## src/rtl/tag_cmp_pkg.sv

```systemverilog
package tag_cmp_pkg;

    localparam int WORD_W = 18;
    localparam int LANE_W = 9;
    localparam int LANES  = WORD_W / LANE_W;

    typedef enum logic [1:0] {
        OP_IDLE  = 2'd0,
        OP_READ  = 2'd1,
        OP_MATCH = 2'd2,
        OP_WRITE = 2'd3
    } op_e;

    typedef struct packed {
        op_e               op;
        logic [WORD_W-1:0] key;
    } slot_t;

    function automatic op_e classify(input logic sel, input logic gwr,
                                     input logic bwe, input logic [LANES-1:0] bstb,
                                     input logic cmp);
        if (!sel)                         return OP_IDLE;
        else if (gwr || (bwe && |bstb))   return OP_WRITE;
        else if (cmp)                     return OP_MATCH;
        else                              return OP_READ;
    endfunction

    function automatic logic [WORD_W-1:0] lane_bits(input logic [LANES-1:0] en);
        logic [WORD_W-1:0] m;
        for (int i = 0; i < LANES; i++)
            m[i*LANE_W +: LANE_W] = {LANE_W{en[i]}};
        return m;
    endfunction

endpackage

```

## src/rtl/tag_cmp_decode.sv

```systemverilog
module tag_cmp_decode
    import tag_cmp_pkg::*;
(
    input  logic             sel,
    input  logic             gwr,
    input  logic             bwe,
    input  logic [LANES-1:0] bstb,
    input  logic             cmp,
    output op_e              op,
    output logic [WORD_W-1:0] wmask
);
    always_comb begin
        op = classify(sel, gwr, bwe, bstb, cmp);
        if (gwr)
            wmask = '1;
        else if (bwe)
            wmask = lane_bits(bstb);
        else
            wmask = '0;
    end
endmodule

```

## src/rtl/tag_cmp_array.sv

```systemverilog
module tag_cmp_array
    import tag_cmp_pkg::*;
#(
    parameter int DEPTH = 16,
    localparam int AW   = $clog2(DEPTH)
) (
    input  logic              clk,
    input  logic              rst,
    input  logic              we,
    input  logic [WORD_W-1:0] wmask,
    input  logic [AW-1:0]     waddr,
    input  logic [WORD_W-1:0] wdata,
    input  logic [AW-1:0]     raddr,
    output logic [WORD_W-1:0] rdata
);
    logic [WORD_W-1:0] mem [DEPTH];
    logic [WORD_W-1:0] old_word;

    assign old_word = mem[waddr];
    assign rdata    = mem[raddr];

    always_ff @(posedge clk) begin
        if (we)
            mem[waddr] <= (old_word & ~wmask) | (wdata & wmask);
    end

    // a full-mask write leaves exactly the written word
    a_r2_full_write: assert property (@(posedge clk) disable iff (rst)
        (we && wmask == '1) |=> mem[$past(waddr)] == $past(wdata));

    // an unstrobed low lane keeps its previous contents
    a_r3_lane_kept: assert property (@(posedge clk) disable iff (rst)
        (we && !wmask[0]) |=> mem[$past(waddr)][LANE_W-1:0] == $past(old_word[LANE_W-1:0]));
endmodule

```

## src/rtl/tag_cmp_outstage.sv

```systemverilog
module tag_cmp_outstage
    import tag_cmp_pkg::*;
(
    input  logic              clk,
    input  logic              rst,
    input  logic              flow,
    input  slot_t             s1,
    input  logic [WORD_W-1:0] rdata,
    input  logic              oe,
    input  logic              moe,
    output logic [WORD_W-1:0] dout,
    output logic              dout_on,
    output logic              match
);
    logic              drv_f, hit_f;
    logic              drv_p, hit_p;
    logic [WORD_W-1:0] dat_p;
    logic              drv_s, hit_s;
    logic [WORD_W-1:0] dat_s;

    assign drv_f = (s1.op == OP_READ);
    assign hit_f = (s1.op == OP_MATCH) && (rdata == s1.key);

    always_ff @(posedge clk) begin
        if (rst) begin
            drv_p <= 1'b0;
            hit_p <= 1'b0;
            dat_p <= '0;
        end else begin
            drv_p <= drv_f;
            hit_p <= hit_f;
            dat_p <= rdata;
        end
    end

    always_comb begin
        if (flow) begin
            drv_s = drv_f;
            hit_s = hit_f;
            dat_s = rdata;
        end else begin
            drv_s = drv_p;
            hit_s = hit_p;
            dat_s = dat_p;
        end
    end

    assign dout_on = oe & drv_s;
    assign dout    = dout_on ? dat_s : '0;
    assign match   = moe & hit_s;

    // in steady pipelined mode a match must come from a compare one edge back
    a_r7_match_needs_cmp: assert property (@(posedge clk) disable iff (rst)
        (!flow && $past(!flow) && match) |-> $past(s1.op == OP_MATCH));

    // a compare in the flow-through slot never drives data
    a_r6_cmp_silent: assert property (@(posedge clk) disable iff (rst)
        (flow && s1.op == OP_MATCH) |-> !dout_on);

    always_comb begin
        if (!oe) a_r9_oe_gate: assert (!dout_on && dout == '0);
        if (!moe) a_r9_moe_gate: assert (!match);
    end
endmodule

```

## src/rtl/tag_cmp_top.sv

```systemverilog
module tag_cmp_top
    import tag_cmp_pkg::*;
#(
    parameter int DEPTH = 16,
    localparam int AW   = $clog2(DEPTH)
) (
    input  logic              clk,
    input  logic              rst,
    input  logic              flow,
    input  logic              sel,
    input  logic              gwr,
    input  logic              bwe,
    input  logic [LANES-1:0]  bstb,
    input  logic              cmp,
    input  logic [AW-1:0]     addr,
    input  logic [WORD_W-1:0] din,
    input  logic              oe,
    input  logic              moe,
    output logic [WORD_W-1:0] dout,
    output logic              dout_on,
    output logic              match
);
    op_e               op_in;
    logic [WORD_W-1:0] wmask;
    slot_t             s1;
    logic [AW-1:0]     s1_addr;
    logic [WORD_W-1:0] rdata;

    tag_cmp_decode u_dec (
        .sel  (sel),
        .gwr  (gwr),
        .bwe  (bwe),
        .bstb (bstb),
        .cmp  (cmp),
        .op   (op_in),
        .wmask(wmask)
    );

    always_ff @(posedge clk) begin
        if (rst) begin
            s1.op   <= OP_IDLE;
            s1.key  <= '0;
            s1_addr <= '0;
        end else begin
            s1.op   <= op_in;
            s1.key  <= din;
            s1_addr <= addr;
        end
    end

    tag_cmp_array #(.DEPTH(DEPTH)) u_arr (
        .clk  (clk),
        .rst  (rst),
        .we   (op_in == OP_WRITE),
        .wmask(wmask),
        .waddr(addr),
        .wdata(din),
        .raddr(s1_addr),
        .rdata(rdata)
    );

    tag_cmp_outstage u_out (
        .clk    (clk),
        .rst    (rst),
        .flow   (flow),
        .s1     (s1),
        .rdata  (rdata),
        .oe     (oe),
        .moe    (moe),
        .dout   (dout),
        .dout_on(dout_on),
        .match  (match)
    );

    // in steady pipelined mode a deselect two edges back leaves the drivers off
    a_r8_desel_off: assert property (@(posedge clk) disable iff (rst)
        (!flow && $past(!flow) && $past(!flow, 2) && $past(!sel, 2)) |-> !dout_on);
endmodule

```

## config.mk

```make
export PLATFORM = sky130hd
export DESIGN_NAME = tag_cmp_top
export DESIGN_NICKNAME = d
export VERILOG_FILES = /design/src/rtl/tag_cmp_pkg.sv /design/src/rtl/tag_cmp_decode.sv /design/src/rtl/tag_cmp_array.sv /design/src/rtl/tag_cmp_outstage.sv /design/src/rtl/tag_cmp_top.sv
export SDC_FILE = /design/constraint.sdc
export NUM_CORES = 1
export LEC_CHECK = 0
export ABC_AREA = 1
export BUFFER_PORTS_ARGS = -buffer_cell sky130_fd_sc_hd__buf_4
export CORE_MARGIN = 8
export CORE_UTILIZATION = 63
export DETAILED_ROUTE_END_ITERATION = 6
export PLACE_DENSITY_LB_ADDON = 0.1
export SETUP_SLACK_MARGIN = 0.4
export SLEW_MARGIN = 0
export SYNTH_ARGS = -nofsm -noshare
export SYNTH_HDL_FRONTEND = slang
export SYNTH_HIERARCHICAL = 1
export SYNTH_SLANG_ARGS = --single-unit
```

## constraint.sdc

```tcl
create_clock -name clk -period 2.6 [get_ports clk]
set_input_delay 0.39 -clock clk [delete_from_list [all_inputs] [get_ports clk]]
set_output_delay 0.39 -clock clk [all_outputs]
set_load 0.05 [all_outputs]
```

After elaboration in Yosys (flattened, before gate mapping)

Memories as Yosys holds them, arrays and structs flattened. A register that Yosys moved wholly into a read port is not among the register bits.
Cells that the tools add are included.

Equal/unequal tests: 4
Muxes and demuxes: 12
Bitwise logic cells: 6
Reduce and logical (&&, ||, !) cells: 4

Operators with widths:

| kind                 | count |
|---|---|
| $mux W18             | 4 |
| $and A18 B18 Y18     | 2 |
| $eq A18 B18 Y1       | 1 |
| $not A18 Y18         | 1 |
| $or A18 B18 Y18      | 1 |
| $mux W2              | 3 |
| $eq A2 B2 Y1 const B | 2 |
| $mux W1              | 4 |
| $mux W4              | 1 |
| $and A1 B1 Y1        | 2 |
| $eq A2 B1 Y1 const B | 1 |
| $logic_and A1 B1 Y1  | 2 |
| $reduce_or A2 Y1     | 1 |
| $logic_or A1 B1 Y1   | 1 |

Flip-flop bits (word level): 40
Memory bits (writable): 288
Bits of input ports: 33
Output and inout port bits: 20
Memories: 1

Memories:

| memory    | depth | width | rd ports | clocked after memory_dff | write ports | RTL line            | RTL |
|---|---|---|---|---|---|---|---|
| u_arr.mem | 16    | 18    | 2        | 1                        | 1           | tag_cmp_array.sv:16 | `logic [WORD_W-1:0] mem [DEPTH];` |

Longest topological paths before layout

Word-level depth: 8
Gate-level depth with buffers: 17

Modules after synthesis

Netlist, hierarchy kept.

Modules (own cells, without submodules):

| module           | times used | cells an instance | area an instance (µm²) | sequential area each (µm²) |
|---|---|---|---|---|
| tag_cmp_array    | 1          | 1685              | 14861.8                | 8648.3 |
| tag_cmp_outstage | 1          | 237               | 1311.3                 | 400.4 |
| tag_cmp_top      | 1          | 76                | 690.7                  | 480.5 |
| tag_cmp_decode   | 1          | 28                | 171.4                  | 0.0 |

Worst setup path before layout

Ideal clock, no wire load.

Path kind: reg2out
Start point: register s1_addr[1] (netlist name)
End point: output match
Arrival: 2.438 ns
Setup slack: -0.228 ns
Cell stages (with the launch flop): 17
Path buffers: 3
Path through: dfxtp_1 buf_4 inv_1 buf_4 buf_2 o211ai_2 o211ai_1 nand3_1 nand2_1 inv_1 nand2_1 nand2_1 nor2_1 nand2_1 nor2_1 nand3_1 a21oi_1

RTL lines:

| what             | RTL line          | RTL |
|---|---|---|
| end: declaration | tag_cmp_top.sv:21 | `output logic match` |

==> key figures <==
Run status
  • Status: complete, but fails checks
  • Failing checks: DRC, setup timing

Worst setup path
  • Critical path capture point type: primary output
  • Startpoint Class: register
  • Req. time, crit path: 2210 ps
  • WS Path Type: register to primary output
  • Reg-to-reg startpoint: s1_addr[0]
  • R2R depth: 17
  • Crit-path max FO: 7
  • Flop-to-flop setup slack: 260 ps
  • Reg2reg end: u_out/hit_p
  • Crit. Startpoint: s1_addr[0]
  • Arr. time, crit path: about 2900 ps

STA
  • Unrepaired setup endpoints after global routing: yes
  • Fin. max-slew vios: 0
  • Total Neg Setup Slack: -4979 ps
  • Max-slew headroom: between 40 and 50%
  • FMAX: roughly 0.3 GHz
  • Final hold violation count: 0
  • Final worst slack: -719.7 ps
  • Fin crit share: 127.7%
  • Period minus WS final: 3320 ps
  • Endpoints failing setup: 19
  • Clk_skew: 15.25 ps
  • Fin Hold WS: around 74 ps
  • Measured slew at the worst slew-check pin: 874.6 ps

Job
  • Max Cap Violations: 0

Route
  • Via-per-instance ratio: 6.201
  • Routed Antenna Nets: 0
  • DR vias: 15831
  • Initial DRT Pass Iterations: 7
  • DRC violations left: 1
  • Iter 0 DRT Violations: between 2000 and 2500
  • Average wire per standard cell: ~22 µm
  • Routed wire length: about 56 mm

Die
  • Die height: approximately 180 µm
  • Io pins: 53
  • Die area: 32560 µm²
  • Row count: 60
  • Initial core utilization: approximately 64%
  • Placeable Area: 26730 µm²
  • Die width: about 180 µm

Logic synthesis
  • Sequential fraction of the synthesis area: between 50% and 60%
  • Cells after Synth: about 2000
  • Synth cell types: 25
  • Avg Cell Area, Syn: 8.408 µm²
  • YS warnings: 6
  • Seq cells post-synth: approximately 330
  • Post-Syn Area: roughly 17000 µm²
  • Syn nets: 2059

Cells and area
  • Most frequent cells in the layout: 652 x nand2_1, 288 x edfxtp_1, 208 x nor2_1
  • Commonest non-fill, non-tap cell in the layout: nand2_1
  • Area Growth Syn to Fin: 23.71%
  • Layout cells sized above 1: roughly a fifth
  • Finished Core Util: 78.85%
  • Nets: about 2200

Power
  • VDD IR-drop max: between 0.5 and 0.6 mV
  • PwrDens: approximately 640 nW/µm²
  • Cell Int Power: around 0.01 W
  • Switching part of the total power: 25.31%
  • Clock network fraction of total power: between 40% and 50%
  • Seq pwr share: approximately 45%
  • Gate power share: between 10 and 15%
  • Leakage: around 8.9 nW
  • Switching power total: 0.003387 W

Clock tree
  • CTS Sinks: around 330
  • Root Buffer: clkbuf_16
  • Clock Tree Buf Depth: 3
  • CTS buffer count: 37
  • Worst-skew pair later-pin latency: approximately 530 ps
  • TritonCTS clock tree: done
  • Clock slew at reported path FFs: roughly 60 ps
  • H-Tree Depth: 2

Hold path
  • Hold EP: s1[0]
  • Hold crit path type: input port to register
  • Hold_sp: din[0]
  • Hold Path Cell Cnt: 3

Place
  • GP Congestion: around 0.9
  • Detail Placement HPWL: roughly 33 mm
  • Port Buffers: 52
  • Worst slack, placed: -162.2 ps

GRT
  • Vias in the first global route: around 14000
  • Gr usage total: between 30% and 40%
  • Largest net degree at the start of global routing: between 100 and 150
  • Initial antenna violation count: 1
  • Global route overflow: 0
  • Global-route wire length before repair: just over 80 mm
-- per-stage QoR --
step | total power, W | cells | instance area (µm²)
final | 0.01338 | 2553 | 21070
after global routing | 0.01373 | 2553 | 21070
after CTS | 0.01318 | 2524 | 20340
after detailed placement | 0.007698 | 2448 | 18640
after global placement | 0.007670 | 2448 | 18640
after floorplan | 0.007041 | 2026 | 17090
-- layout make-up --
| cell class | count | area [µm²] |
|---|---|---|
| clock buffer | 39 | 933.4 |
| multi-input combinational | 1390 | 6465 |
| antenna | 1 | 2.502 |
| timing repair buffer | 256 | 2729 |
| inverter | 166 | 639.4 |
| tap | 341 | 426.7 |
| clock inverter | 28 | 340.3 |
| fill | 1661 | 5652 |
| sequential | 332 | 9538 |
-- how the worst max path moves through the flow --
stage | endpoint | slack (ps) | cells after the start
after global placement | match | -150 | 15
after CTS | match | -590 | 15
final | match | -720 | 17
after detailed placement | match | -160 | 15
after floorplan | match | 160 | 16
after global routing | match | -880 | 16
-- cells in the mapped netlist --
cell type / n / share of area, %
nand2_1: 679 / 15
inv_4: 1 / 0.037
nand3_1: 152 / 4.5
buf_6: 12 / 0.79
nor2_1: 233 / 5.1
o211ai_2: 12 / 0.88
clkbuf_1: 41 / 0.90
a21oi_2: 11 / 0.57
o21ai_0: 151 / 4.4
clkinv_1: 4 / 0.088
nand3_2: 1 / 0.059
o21ai_1: 9 / 0.26
buf_2: 52 / 1.5
buf_4: 28 / 1.2
nor3_1: 2 / 0.059
edfxtp_1: 288 / 51
inv_1: 160 / 3.5
a21oi_1: 68 / 2.0
o211ai_1: 48 / 2.1
buf_1: 5 / 0.11
dfxtp_1: 44 / 5.2
or2_2: 1 / 0.037
nand4_1: 21 / 0.77
inv_2: 1 / 0.022
nor2_2: 2 / 0.073
-- sequential cells by signal, indices dropped and copies added, names as in the netlist --
register	cells
s1	20
u_arr/mem	288
s1_addr	4
u_out/hit_p	1
u_out/drv_p	1
u_out/dat_p	18
-- power groups by stage --
stage               sequential [W]  clock, W  combinational (W)
finish                     0.00597   0.00546            0.00195
global route               0.00598   0.00568            0.00207
CTS                        0.00597   0.00550            0.00172
detailed placement         0.00608         0            0.00162
global placement           0.00608         0            0.00159
floorplan                  0.00608         0           0.000965
-- kinds of logic (layout without fill, tap and decap cells) --
logic type	count (synthesis)	in the layout	share of synthesized area (%)
and+or+nand+nor	1091	1091	25.56
other	0	1	0
DFF	332	332	55.94
buffers and inverters	304	489	8.241
AOI/OAI and AO/OA	299	299	10.26
-- routing by layer --
layer	track usage [%]	up-vias	routed length, µm
li1	-	7003	-
met1	42.37	7254	20290
met2	48.81	1321	24790
met3	7.218	253	8323
met4	14.62	0	3070
met5	0	-	0
-- worst max-delay path, cell delays in order, from the launching register on --
cell and delay (ps):
dfxtp_4 410, clkinv_8 100, buf_8 150, buf_12 120
clkbuf_16 150, nor2_1 100, o211ai_1 110, nand3_1 160
nand2_2 140, inv_2 80, buf_4 120, nor2_1 40
nor2_2 70, nand2_1 70, nor2_2 140, nand3_2 100
a21oi_4 130, buf_6 170
-- repair_timing --
| action | 4_1_cts | 5_1_grt |
|---|---|---|
| hold buffers | 0 | 0 |
| gates cloned | 5 | 14 |
| hold endpoints to repair | 0 | 0 |
| pin swaps | 26 | 86 |
| endpoints found under the setup margin | 20 | 20 |
| buffers inserted | 4 | 14 |
| resized for setup | 81 | 110 |
Power figures use the tool's default switching activity.
